`config.mk`:
```
export PLATFORM = sky130hd
export DESIGN_NAME = dtmf_burst_gen
export DESIGN_NICKNAME = d
export VERILOG_FILES = /design/src/rtl/dtmf_synth_pkg.sv /design/src/rtl/dtmf_tone_chan.sv /design/src/rtl/dtmf_burst_seq.sv /design/src/rtl/dtmf_burst_gen.sv
export SDC_FILE = /design/constraint.sdc
export NUM_CORES = 1
export LEC_CHECK = 0
export ABC_AREA = 1
export BUFFER_PORTS_ARGS = -buffer_cell sky130_fd_sc_hd__buf_2
export CELL_PAD_IN_SITES_DETAIL_PLACEMENT = 0
export CELL_PAD_IN_SITES_GLOBAL_PLACEMENT = 1
export CORE_MARGIN = 1.5
export CORE_UTILIZATION = 47
export DETAILED_ROUTE_END_ITERATION = 10
export MAX_ROUTING_LAYER = met4
export PLACE_DENSITY = 0.79
export SLEW_MARGIN = 20
export SYNTH_ARGS = -nofsm -noshare
export SYNTH_HDL_FRONTEND = slang
export SYNTH_SLANG_ARGS = --single-unit
```
`constraint.sdc`:
```
create_clock -name clk_i -period 5.15 [get_ports clk_i]
set_input_delay 0 -clock clk_i [delete_from_list [all_inputs] [get_ports clk_i]]
set_output_delay 0 -clock clk_i [all_outputs]
set_load 0.05 [all_outputs]
```
`src/rtl/dtmf_synth_pkg.sv`:
```
package dtmf_synth_pkg;

  localparam int PH_W  = 5;
  localparam int DIV_W = 8;
  localparam int AMP_W = 8;

  typedef enum logic [1:0] {BS_IDLE, BS_TONE, BS_GAP} burst_st_e;

  // key row of a code
  function automatic logic [1:0] row_sel(input logic [3:0] c);
    case (c)
      4'd1, 4'd2, 4'd3, 4'd13:  row_sel = 2'd0;
      4'd4, 4'd5, 4'd6, 4'd14:  row_sel = 2'd1;
      4'd7, 4'd8, 4'd9, 4'd15:  row_sel = 2'd2;
      default:                  row_sel = 2'd3;
    endcase
  endfunction

  // key column of a code
  function automatic logic [1:0] col_sel(input logic [3:0] c);
    case (c)
      4'd1, 4'd4, 4'd7, 4'd11:  col_sel = 2'd0;
      4'd2, 4'd5, 4'd8, 4'd10:  col_sel = 2'd1;
      4'd3, 4'd6, 4'd9, 4'd12:  col_sel = 2'd2;
      default:                  col_sel = 2'd3;
    endcase
  endfunction

  function automatic logic [DIV_W-1:0] row_div(input logic [1:0] s);
    case (s)
      2'd0:    row_div = DIV_W'(160);
      2'd1:    row_div = DIV_W'(146);
      2'd2:    row_div = DIV_W'(132);
      default: row_div = DIV_W'(118);
    endcase
  endfunction

  function automatic logic [DIV_W-1:0] col_div(input logic [1:0] s);
    case (s)
      2'd0:    col_div = DIV_W'(92);
      2'd1:    col_div = DIV_W'(84);
      2'd2:    col_div = DIV_W'(76);
      default: col_div = DIV_W'(68);
    endcase
  endfunction

  // 32-step sine from a quarter wave, amplitude 127
  function automatic logic signed [AMP_W-1:0] sine_at(input logic [PH_W-1:0] ph);
    logic [3:0] h;
    logic [3:0] q;
    logic signed [AMP_W-1:0] m;
    h = ph[3:0];
    q = (h > 4'd8) ? 4'(5'd16 - {1'b0, h}) : h;
    case (q)
      4'd0:    m = 8'sd0;
      4'd1:    m = 8'sd25;
      4'd2:    m = 8'sd49;
      4'd3:    m = 8'sd71;
      4'd4:    m = 8'sd90;
      4'd5:    m = 8'sd106;
      4'd6:    m = 8'sd117;
      4'd7:    m = 8'sd125;
      default: m = 8'sd127;
    endcase
    sine_at = ph[4] ? -m : m;
  endfunction

endpackage

```
`src/rtl/dtmf_tone_chan.sv`:
```
module dtmf_tone_chan
  import dtmf_synth_pkg::*;
(
  input  logic                    clk_i,
  input  logic                    rst_ni,
  input  logic [DIV_W-1:0]        seg_len_i,
  output logic signed [AMP_W-1:0] amp_o
);

  localparam logic [DIV_W-1:0] ONE = DIV_W'(1);

  logic [DIV_W-1:0] seg_cnt_q;
  logic [PH_W-1:0]  phase_q;
  logic             seg_end;

  // >= so a shorter divider after a code change wraps at once
  assign seg_end = seg_cnt_q >= (seg_len_i - ONE);

  always_ff @(posedge clk_i or negedge rst_ni) begin
    if (!rst_ni) begin
      seg_cnt_q <= '0;
      phase_q   <= '0;
    end else if (seg_end) begin
      seg_cnt_q <= '0;
      phase_q   <= phase_q + 1'b1;
    end else begin
      seg_cnt_q <= seg_cnt_q + ONE;
    end
  end

  assign amp_o = sine_at(phase_q);

  p_phase_step_r3: assert property (@(posedge clk_i) disable iff (!rst_ni)
    (phase_q != $past(phase_q)) |-> (phase_q == $past(phase_q) + 1'b1));

  p_cnt_restart_r3: assert property (@(posedge clk_i) disable iff (!rst_ni)
    (phase_q != $past(phase_q)) |-> (seg_cnt_q == '0));

endmodule

```
`src/rtl/dtmf_burst_seq.sv`:
```
module dtmf_burst_seq
  import dtmf_synth_pkg::*;
#(
  parameter int BURST_CYC = 182557
) (
  input  logic       clk_i,
  input  logic       rst_ni,
  input  logic       wr_i,
  input  logic [3:0] code_i,
  input  logic       tone_en_i,
  input  logic       burst_en_i,
  input  logic       cp_mode_i,
  output logic [3:0] code_o,
  output logic       gate_o,
  output logic       ready_o
);

  localparam int TMR_W = $clog2(2 * BURST_CYC);
  localparam logic [TMR_W-1:0] LAST_STD = TMR_W'(BURST_CYC - 1);
  localparam logic [TMR_W-1:0] LAST_EXT = TMR_W'(2 * BURST_CYC - 1);

  burst_st_e        st_q;
  logic [TMR_W-1:0] tmr_q;
  logic [TMR_W-1:0] last_w;
  logic [3:0]       act_q, pend_q;
  logic             pend_vld_q, ready_q;
  logic             run_ok;

  assign last_w = cp_mode_i ? LAST_EXT : LAST_STD;
  assign run_ok = burst_en_i && tone_en_i;

  always_ff @(posedge clk_i or negedge rst_ni) begin
    if (!rst_ni) begin
      st_q       <= BS_IDLE;
      tmr_q      <= '0;
      act_q      <= '0;
      pend_q     <= '0;
      pend_vld_q <= 1'b0;
      ready_q    <= 1'b0;
    end else begin
      ready_q <= 1'b0;
      if (!run_ok) begin
        st_q  <= BS_IDLE;
        tmr_q <= '0;
      end else begin
        case (st_q)
          BS_IDLE: if (pend_vld_q) begin
            st_q       <= BS_TONE;
            tmr_q      <= '0;
            act_q      <= pend_q;
            pend_vld_q <= 1'b0;
          end
          BS_TONE: if (tmr_q >= last_w) begin
            st_q  <= BS_GAP;
            tmr_q <= '0;
          end else begin
            tmr_q <= tmr_q + 1'b1;
          end
          BS_GAP: if (tmr_q >= last_w) begin
            st_q    <= BS_IDLE;
            tmr_q   <= '0;
            ready_q <= 1'b1;
          end else begin
            tmr_q <= tmr_q + 1'b1;
          end
          default: st_q <= BS_IDLE;
        endcase
      end
      // later assignment wins: a write on a start cycle queues for the next burst
      if (wr_i) begin
        if (burst_en_i) begin
          pend_q     <= code_i;
          pend_vld_q <= 1'b1;
        end else begin
          act_q <= code_i;
        end
      end
    end
  end

  assign code_o  = act_q;
  assign gate_o  = tone_en_i && (!burst_en_i || (st_q == BS_TONE));
  assign ready_o = ready_q;

  p_tmr_bound_r6: assert property (@(posedge clk_i) disable iff (!rst_ni)
    tmr_q <= LAST_EXT);

  p_ready_after_gap_r7: assert property (@(posedge clk_i) disable iff (!rst_ni)
    ready_q |-> ($past(st_q) == BS_GAP));

  p_ready_single_r7: assert property (@(posedge clk_i) disable iff (!rst_ni)
    ready_q |=> !ready_q);

  p_code_held_r8: assert property (@(posedge clk_i) disable iff (!rst_ni)
    ((st_q != BS_IDLE) && ($past(st_q) != BS_IDLE)) |-> $stable(act_q));

  p_abort_r10: assert property (@(posedge clk_i) disable iff (!rst_ni)
    !$past(run_ok) |-> (st_q == BS_IDLE));

endmodule

```
`src/rtl/dtmf_burst_gen.sv`:
```
module dtmf_burst_gen
  import dtmf_synth_pkg::*;
#(
  parameter int BURST_CYC = 182557,
  parameter int SAMPLE_W  = 12,
  parameter int LOW_WT    = 4,
  parameter int HIGH_WT   = 5
) (
  input  logic                clk_i,
  input  logic                rst_ni,
  input  logic                tx_wr_i,
  input  logic [3:0]          tx_code_i,
  input  logic                tone_en_i,
  input  logic                burst_en_i,
  input  logic                cp_mode_i,
  output logic [SAMPLE_W-1:0] sample_o,
  output logic                tone_on_o,
  output logic                tx_ready_o
);

  localparam int MID    = 1 << (SAMPLE_W - 1);
  localparam int SWING  = 127 * (LOW_WT + HIGH_WT);
  localparam int N_CHAN = 2;
  localparam int SUM_W  = SAMPLE_W + 1;

  logic [3:0]              act_code;
  logic                    gate;
  logic [DIV_W-1:0]        seg_len [N_CHAN];
  logic signed [AMP_W-1:0] amp     [N_CHAN];
  logic signed [SUM_W-1:0] lo_term, hi_term, mix;
  logic [SAMPLE_W-1:0]     sample_q, sample_d;

  dtmf_burst_seq #(.BURST_CYC(BURST_CYC)) u_seq (
    .clk_i      (clk_i),
    .rst_ni     (rst_ni),
    .wr_i       (tx_wr_i),
    .code_i     (tx_code_i),
    .tone_en_i  (tone_en_i),
    .burst_en_i (burst_en_i),
    .cp_mode_i  (cp_mode_i),
    .code_o     (act_code),
    .gate_o     (gate),
    .ready_o    (tx_ready_o)
  );

  // channel 0 = low group, channel 1 = high group
  for (genvar g = 0; g < N_CHAN; g++) begin : g_chan
    if (g == 0) begin : g_low
      assign seg_len[g] = row_div(row_sel(act_code));
    end else begin : g_high
      assign seg_len[g] = col_div(col_sel(act_code));
    end
    dtmf_tone_chan u_chan (
      .clk_i     (clk_i),
      .rst_ni    (rst_ni),
      .seg_len_i (seg_len[g]),
      .amp_o     (amp[g])
    );
  end

  always_comb begin
    lo_term  = SUM_W'(amp[0]) * SUM_W'(LOW_WT);
    hi_term  = SUM_W'(amp[1]) * SUM_W'(HIGH_WT);
    mix      = lo_term + hi_term + SUM_W'(MID);
    sample_d = SAMPLE_W'(mix);
  end

  always_ff @(posedge clk_i or negedge rst_ni) begin
    if (!rst_ni) sample_q <= SAMPLE_W'(MID);
    else         sample_q <= gate ? sample_d : SAMPLE_W'(MID);
  end

  assign sample_o  = sample_q;
  assign tone_on_o = gate;

  p_mid_when_off_r5: assert property (@(posedge clk_i) disable iff (!rst_ni)
    !$past(gate) |-> (sample_q == SAMPLE_W'(MID)));

  p_sample_range_r4: assert property (@(posedge clk_i) disable iff (!rst_ni)
    (sample_q >= SAMPLE_W'(MID - SWING)) && (sample_q <= SAMPLE_W'(MID + SWING)));

  p_gate_follows_r9: assert property (@(posedge clk_i) disable iff (!rst_ni)
    !burst_en_i |-> (tone_on_o == tone_en_i));

endmodule

```
==> summary.txt, run 1 <==
Status = complete, but fails checks
Failing checks = DRC
Min-Delay Endpoint = u_seq.ready_o
Clk_lat worst skew = 340 ps
Fin nets = 860
FF+latch count, synth = 69
Largest family of logic cells by synthesized area = simple AND/OR/NAND/NOR gates
Clk root buf = clkbuf_16
Count leader, synth = nand2_1
CP endpoint kind = register
Post-route setup TNS = 0 ps
Reg2Reg Depth = 26
Instance count of the mapped netlist = 729
Worst setup margin = 353 ps
Area share of the largest cell type after synthesis = 30.2%
CTS tree = yes
Async S/R FF share, synth = 100%
Ys Warns = 0
Largest net degree at the start of global routing = 70
Area of the multi-input gates = 3370 µm²
Critical Path Start Type = register
Tcrit/Tclk final = 93.1%
Via count = 4514
Die area = 12600 µm²
Hold Path Cell Cnt = 5
Post-DR wirelength/cell = 12.1 µm
Critical path arrival = 5000 ps
Adder-cell share of the synthesized area = 19.5%
Final setup vio count = 0
Worst path slowest cell = fa_1
Synth top area cells = dfrtp_1 30%, ha_1 17%, nand2_1 9.1%, inv_1 8.3%, nor2_1 4.9%
Post-synth top flop = dfrtp_1
Iteration-0 DRC Markers = 146
Proportion of synthesized area in mux cells = 0%
Cell variety after synth = 46
# IOs = 24
Clock sink count = 69
PortBufs = 23
Row cnt = 39
Maxcap violations = 0
Number of fillers in the final layout = 1095
Hold Vio Cnt, Final = 0
Fraction of layout cells with a size suffix above 1 = 15.3%
Hold Startpoint = tone_en_i
Placeable Area = 11600 µm²
Seq/Total Area, Yosys = 30.7%
Compound-Gate Fraction of Synth Area = 8.01%
Slew headroom = 39.8%
R2R Path End = sample_o[10]
Worst Tran Pin Value = 903 ps
Number of synthesized flops with an enable pin = 0
CP Data Required Time = 5350 ps
Drt total wl = 11000 µm
XOR/XNOR share of the synthesized area = 4.36%
Commonest cells in the netlist = 137 x nand2_1, 125 x inv_1, 75 x ha_1, 73 x nor2_1, 68 x dfrtp_1
R2R Setup Slk = 350 ps
FF-to-FF Start = g_chan[1].u_chan.phase_q[1]
Average cell area after synthesis = 7.72 µm²
Hold crit path type = input port to register
First-pass GRT wire length = 19600 µm
CTS max path bufs = 2
Crit Path Class = register to register
Post-synthesis cell type with the largest combined area = dfrtp_1
Initial Utilization = 48.7%
# H-tree levels = 3
Die height = 112 µm
Clock transition at path regs = 60 ps
Vias in the first global route = 4334
Worst path max stage delay = 490 ps
F_max = 208 MHz
Post-Syn Nets = 822
Vias/cell = 4.93
Fin crit period = 4800 ps
Worst slack, placed = 282 ps
Drt drc = 4
Worst-path fanout max = 6
Initial antenna violation count = 0
Slew Viols, Final = 0
GPL Wtd Cong = 0.856
Area Overhead vs Synth = 12.0%
Drt pass-1 iters = 7
Synthesized area = 5630 µm²
Ant. Diodes = 0
Overflow after GRT = 0
Routed Antenna Nets = 0
CTS buffer count = 9
Global-route usage over all layers = 19.9%
Post-synthesis simple-gate area fraction = 27.4%
Clock skew = 6.78 ps
Register Area = 1730 µm²
Die Width = 112 µm
HPWL Detailed = 8530 µm
==> worst max-delay path: cells and delay by family, from the launching register on <==
kind / cells / cell delay (ps)
AOI/OAI and AO/OA: 4 / 480
DFF: 1 / 440
buffers and inverters: 3 / 210
and+or+nand+nor: 9 / 780
xor gates and xnor gates: 2 / 320
adders and majority gates: 8 / 2420
==> layout make-up <==
| type | instances | share of cell area (%) |
|---|---|---|
| timing repair buffer | 33 | 3.26 |
| multi-input combinational | 517 | 53.5 |
| inverter | 137 | 8.20 |
| clock inverter | 7 | 1.17 |
| sequential | 69 | 27.4 |
| tap | 143 | 2.84 |
| clock buffer | 9 | 3.57 |
==> registers in the layout, summed over array words and instances, names as in the netlist, named ones only <==
| signal | count |
|---|---|
| u_seq.tmr_q | 19 |
| g_chan.u_chan.seg_cnt_q | 16 |
| sample_o | 12 |
| g_chan.u_chan.phase_q | 10 |
| u_seq.code_o | 4 |
| u_seq.pend_q | 4 |
| u_seq.st_q | 2 |
| u_seq.ready_o | 1 |
==> timing repair <==
item                                    in CTS  in global routing
setup buffers                                0                  1
hold buffers                                 6                  0
endpoints found under the hold margin       77                  0
gates resized for setup                      0                 11
endpoints found under the setup margin       0                  3
==> cells in the final DEF (no fill, tap or decap), types with 2 or more instances in the layout <==
cell type / instances
inv_1: 123
dlygate4sd3_1: 6
buf_2: 23
ha_1: 70
nor2_1: 73
nor3_1: 14
nand2_2: 16
a21oi_1: 22
clkinv_4: 2
fa_1: 8
nand3_2: 9
nor3b_1: 4
nand3_1: 35
xnor2_1: 5
inv_2: 12
nand4_1: 14
or2_2: 2
nor4_1: 2
ha_2: 5
clkinv_2: 2
clkbuf_16: 9
nor2_2: 14
o21ai_2: 4
nand2_4: 3
nand3b_1: 2
nand2_1: 137
dfrtp_1: 67
xor2_1: 22
o22ai_1: 5
o21ai_1: 5
o21bai_1: 2
o21ai_0: 28
buf_4: 4
==> worst max path at each step <==
stage / start / to / slack (ps) / depth (start not counted)
2_1_floorplan: g_chan[1].u_chan.phase_q[0] / sample_o[10] / 570 / 26
3_3_place_gp: g_chan[1].u_chan.phase_q[1] / sample_o[10] / 440 / 25
3_5_place_dp: g_chan[1].u_chan.phase_q[1] / sample_o[10] / 280 / 25
4_1_cts: g_chan[1].u_chan.phase_q[1] / sample_o[10] / 250 / 25
5_1_grt: g_chan[0].u_chan.phase_q[0] / sample_o[9] / -10 / 29
6_report: g_chan[1].u_chan.phase_q[1] / sample_o[10] / 350 / 26
==> stage by stage <==
step                      hold slack (ps)  utilization (%)  instances  cell area, µm²
after floorplan                      -296                -        729            5630
after global placement                260             51.0        892            5900
after detailed placement              271             51.0        892            5900
after CTS                            75.0             54.1        914            6260
after global routing                  120             54.5        915            6300
final                                90.7             54.5        915            6300
==> cells by family after synthesis <==
kind of cell | Yosys count
adders and majority gates | 83
xor gates and xnor gates | 28
DFF | 69
and+or+nand+nor | 330
buffers and inverters | 143
other | 1
AOI/OAI and AO/OA | 75
==> layer usage <==
| metal | part of all wire [%] | wire length, µm | global-route usage [%] |
|---|---|---|---|
| met1 | 50 | 5490 | 25.4 |
| met2 | 47 | 5200 | 32.2 |
| met3 | 2.3 | 256 | 4.27 |
| met4 | 0.85 | 94 | 5.82 |
| met5 | 0 | 0 | - |
Power of run 1 is not shown: default switching activity piles up to over one toggle a cycle in this logic, so the estimate is an artifact.
==> run 2, diff against run 1 <==
Settings changed: CORE_UTILIZATION 47 to 48, CTS_BUF_LIST set to sky130_fd_sc_hd__clkbuf_8, PLACE_DENSITY 0.79 to 0.8, RECOVER_POWER set to 50.
==> summary.txt, run 2 (synthesis results as in run 1) <==
Clock skew = 12.8 ps
Tcrit/Tclk final = 92.8%
Post-route setup TNS = 0 ps
CTS tree = yes
Fin nets = 858
Die area = 12400 µm²
R2R Path End = sample_o[10]
First-pass GRT wire length = 19200 µm
Drt total wl = 10900 µm
PortBufs = 23
CP endpoint kind = register
Worst-path fanout max = 6
Number of flip-flops in the largest register = 19
CTS buffer count = 9
Clk root buf = clkbuf_8
Crit path launch = g_chan[1].u_chan.phase_q[1]
FF-to-FF Start = g_chan[1].u_chan.phase_q[1]
Routed Antenna Nets = 0
Drt drc = 0
Worst Tran Pin Value = 3750 ps
Vias/cell = 4.96
Slew Viols, Final = 70
Met3 wire length = 330 µm
HPWL Detailed = 8470 µm
Placeable Area = 11400 µm²
Clk_lat worst skew = 360 ps
Final setup vio count = 0
CP Data Required Time = 5380 ps
F_max = 209 MHz
Via count = 4527
Hold Vio Cnt, Final = 0
Slew headroom = -150%
Worst Setup EP = sample_o[10]
Critical Path Start Type = register
Area Overhead vs Synth = 9.87%
Post-DR wirelength/cell = 11.9 µm
Reg2Reg Depth = 26
Fraction of layout cells with a size suffix above 1 = 12.6%
Drt pass-1 iters = 4
# H-tree levels = 3
Row cnt = 39
Global-route usage over all layers = 19.5%
Met1 Wirelength = 5320 µm
Commonest non-fill, non-tap cells in the layout = 137 x nand2_1, 124 x inv_1, 72 x nor2_1, 72 x ha_1, 68 x dfrtp_1
Iteration-0 DRC Markers = 179
Clock transition at path regs = 80 ps
Met2 wire len = 5000 µm
Ant. Diodes = 0
Status = complete, but fails checks
Failing checks = capacitance limit, slew limit
GPL Wtd Cong = 0.835
Maxcap violations = 1
# IOs = 24
Initial Utilization = 49.3%
Post-CTS setup buffers = 0
Largest net degree at the start of global routing = 70
Biggest register = u_seq.tmr_q
Crit Path Class = register to register
Hold crit path type = input port to register
Commonest non-fill, non-tap cell in the layout = nand2_1
R2R Setup Slk = 370 ps
CTS max path bufs = 2
Die Width = 111 µm
Clock sink count = 69
Vias in the first global route = 4360
Die height = 111 µm
Critical path arrival = 5010 ps
Overflow after GRT = 0
Initial antenna violation count = 0
Unrepaired setup endpoints after global routing = false
Max Used Layer = met4
Fin crit period = 4780 ps
==> run 2: cell types whose count changed in the layout (fill, tap and decap cells not counted), moves of 2 or more <==
cell	delta
buf_2	-14
buf_4	-2
clkbuf_1	+14
clkbuf_16	-9
clkbuf_8	+10
clkinv_2	-2
ha_1	+2
ha_2	-2
==> run 2: what timing repair did <==
action	in CTS	in global routing
setup endpoints to repair	0	3
hold buffers	6	0
resized for setup	0	7
hold endpoints to repair	77	0
==> run 2: final cells by class <==
class,count,area (µm²)
repair buffers,31,173
multi-input cells,517,3360
inverters,137,517
well taps,143,179
fillers,1108,5240
flip-flops and latches,69,1730
clock buffers,10,138
clock inverters,5,85.1
==> run 2: critical path, cell delays in order, from the launching register on <==
cell and delay (ps):
dfrtp_1 440, inv_1 120, ha_2 220, inv_1 80, o21ai_2 150, nand2_1 80, o21ai_2 100, ha_1 200
inv_1 60, nand3_1 100, nand2_1 90, ha_1 210, nand4_1 130, o21ai_2 80, xor2_2 170, ha_1 300
ha_1 320, fa_1 480, ha_1 230, fa_1 400, nand3_1 80, nand3_1 100, nand2_1 80, nand2_1 50
a21oi_1 150, xor2_1 160, nor2_1 50
==> run 2: through the flow <==
stage / cell area, µm² / cells / util, % / setup slack, ps / hold WS [ps]
floorplan: 5630 / 729 / - / 566 / -296
global placement: 5900 / 891 / 51.6 / 433 / 176
detailed placement: 5900 / 891 / 51.6 / 359 / 192
CTS: 6180 / 912 / 54.1 / 312 / 37.7
global route: 6180 / 912 / 54.1 / 14.8 / 74.8
finish: 6180 / 912 / 54.1 / 371 / 61.9
==> run 2: how the worst min path moves through the flow <==
stage               slack, ps  cells past startpoint                          to        from
finish                     60                      3                    register  burst_en_i
global route               70                      5               u_seq.ready_o   tone_en_i
CTS                        40                      3                    register  burst_en_i
detailed placement        190                      1             u_seq.tmr_q[16]      rst_ni
global placement          180                      1             u_seq.tmr_q[16]      rst_ni
floorplan                -300                      0  asynchronous set/reset pin      rst_ni
==> run 2: metal layers <==
layer	vias up	global-route usage, %
li1	2383	-
met1	2089	24.0
met4	0	6.92
met5	-	-
met2	37	31.7
met3	18	4.54
Power of run 2 is left out for the same reason.
==> run 3, diff against run 2 <==
Settings changed: ABC_AREA 1 to 0, CORE_UTILIZATION 48 to 51, MAX_ROUTING_LAYER met4 to not set, PLACE_DENSITY 0.8 to 0.82, RECOVER_POWER 50 to not set.
==> summary.txt, run 3 <==
Critical Path Start Type = register
CTS buffer count = 9
Global-route usage over all layers = 21.4%
Maxcap violations = 0
PortBufs = 23
CP endpoint kind = register
FF+latch count, synth = 69
Async S/R FF share, synth = 100%
F_max = 198 MHz
Fin nets = 726
CTS tree = yes
Largest delay share family, worst path = adder cells
Commonest cells in the netlist = 75 x ha_1, 68 x dfrtp_1, 62 x inv_1, 46 x nor2_1, 44 x nand2_1
Biggest register = u_seq.tmr_q
Clk_lat worst skew = 370 ps
Hold crit path type = input port to register
Fraction of layout cells with a size suffix above 1 = 22.1%
Routed Antenna Nets = 0
Count leader, synth = ha_1
Iteration-0 DRC Markers = 142
First-pass GRT wire length = 19300 µm
Initial antenna violation count = 0
Post-Syn Nets = 671
Crit Path Class = register to register
Worst Tran Pin Value = 939 ps
Final setup vio count = 0
Via count = 4222
Area Overhead vs Synth = 17.8%
Die height = 106 µm
Die Width = 106 µm
Post-DR wirelength/cell = 14.3 µm
CP Data Required Time = 5410 ps
Clock skew = 8.41 ps
Average cell area after synthesis = 9.41 µm²
Vias in the first global route = 4357
Ant. Diodes = 0
Clock transition at path regs = 80 ps
Commonest non-fill, non-tap cell in the layout = dfrtp_1
# H-tree levels = 3
Cell variety after synth = 71
Status = completed
Instance count of the mapped netlist = 578
Worst-path fanout max = 4
Vias/cell = 5.45
HPWL Detailed = 7900 µm
Fin crit period = 5060 ps
Slew Viols, Final = 0
Initial Utilization = 52.7%
Synthesized area = 5440 µm²
Clock sink count = 69
CTS max path bufs = 2
Hold Slack = 54.3 ps
Drt total wl = 11000 µm
Clk root buf = clkbuf_8
Slew headroom = 36.9%
Seq/Total Area, Yosys = 31.8%
Post-synth top flop = dfrtp_1
Commonest non-fill, non-tap cells in the layout = 67 x dfrtp_1, 63 x ha_1, 56 x inv_1, 45 x nor2_1, 42 x nand2_1
Tcrit/Tclk final = 98.3%
Number of flip-flops in the largest register = 19
Bufs and invs on worst path = 4
GPL Wtd Cong = 0.903
Die area = 11300 µm²
# IOs = 24
Overflow after GRT = 0
Placeable Area = 10300 µm²
Synth top area cells = dfrtp_1 31%, ha_1 17%, inv_1 4.3%, xnor2_1 4.2%, xor2_1 3.5%
Worst path max stage delay = 520 ps
Drt pass-1 iters = 4
Number of fillers in the final layout = 848
Number of synthesized flops with an enable pin = 0
Worst path slowest cell = fa_1
Area share of the largest cell type after synthesis = 31.3%
Row cnt = 37
Drt drc = 0
Largest net degree at the start of global routing = 70
Hold Vio Cnt, Final = 0
Critical path arrival = 5320 ps
Ys Warns = 0
Post-synthesis cell type with the largest combined area = dfrtp_1
## run 3: cell types whose count changed after synthesis, sizes merged, moves of 6 or more
cell and delta:
a21oi -10, and2 +6, and3 +9, clkbuf +7, inv -74, mux2i +9, nand2 -111, nand3 -27
nor2 -30, nor2b +9, nor3 -8, o21ai -6, o31ai +6, xnor2 +21
## run 3: cell families after synthesis
family                   count (synthesis)  synth area share, %
AND/OR/NAND/NOR                        185                 18.3
AO/OA/AOI/OAI                          100                 12.9
adder cells (fa/ha/maj)                 83                 20.2
buffers and inverters                   76                 5.45
flip-flops                              69                 31.8
XOR/XNOR                                49                 8.23
multiplexers                            15                 3.10
other                                    1               0.0689
## run 3: area by class of cell
| type | instances | area [µm²] | share of cell area (%) |
|---|---|---|---|
| multi-input combinational | 433 | 3660 | 57.1 |
| sequential | 69 | 1730 | 27.0 |
| timing repair buffer | 58 | 393 | 6.13 |
| inverter | 62 | 233 | 3.63 |
| tap | 136 | 170 | 2.65 |
| clock buffer | 11 | 151 | 2.36 |
| clock inverter | 5 | 73.8 | 1.15 |
## run 3: worst paths after layout
path	start	end	slack, ps	depth (start not counted)
max in group asynchronous	rst_ni	g_chan[1].u_chan.phase_q[0]	4190	3
setup / recovery	g_chan[1].u_chan.phase_q[0]	sample_o[10]	90	26
setup reg to reg	g_chan[1].u_chan.phase_q[0]	sample_o[10]	90	26
hold reg to reg	g_chan[1].u_chan.seg_cnt_q[0]	g_chan[1].u_chan.seg_cnt_q[0]	470	1
hold / removal	tone_en_i	register	50	3
min in group asynchronous	rst_ni	u_seq.tmr_q[5]	350	3
## run 3: routing by layer
metal,global-route usage [%],vias up,wire [µm]
met4,10.2,0,280
met3,3.86,20,290
met2,37.5,60,5510
met1,25.2,2043,4960
li1,-,2099,-
met5,0,-,0
## run 3: what timing repair did
| action | CTS | global route |
|---|---|---|
| buffers inserted | 1 | 6 |
| hold buffers | 6 | 0 |
| gates resized for setup | 7 | 44 |
| setup endpoints to repair | 3 | 4 |
| pin swaps | 2 | 23 |
| hold endpoints to repair | 77 | 0 |
## run 3: worst reg2reg max path: cells and delay by family, from the launching register on
family	cells	cell delay, ps
DFF	1	420
AOI/OAI and AO/OA	11	1770
and+or+nand+nor	3	350
xor gates and xnor gates	1	190
adders and majority gates	7	1940
buffers and inverters	4	250
## run 3: per-stage QoR
stage	instances	TNS (ps)	area [µm²]	utilization (%)	setup slack, ps
floorplan	578	0	5440	-	9.04
global placement	745	0	5830	56.5	118
detailed placement	745	-190	5830	56.5	-136
CTS	768	0	6140	59.5	5.40
global route	774	-263	6410	62.1	-173
finish	774	0	6410	62.1	87.8
Power of run 3 is left out for the same reason.
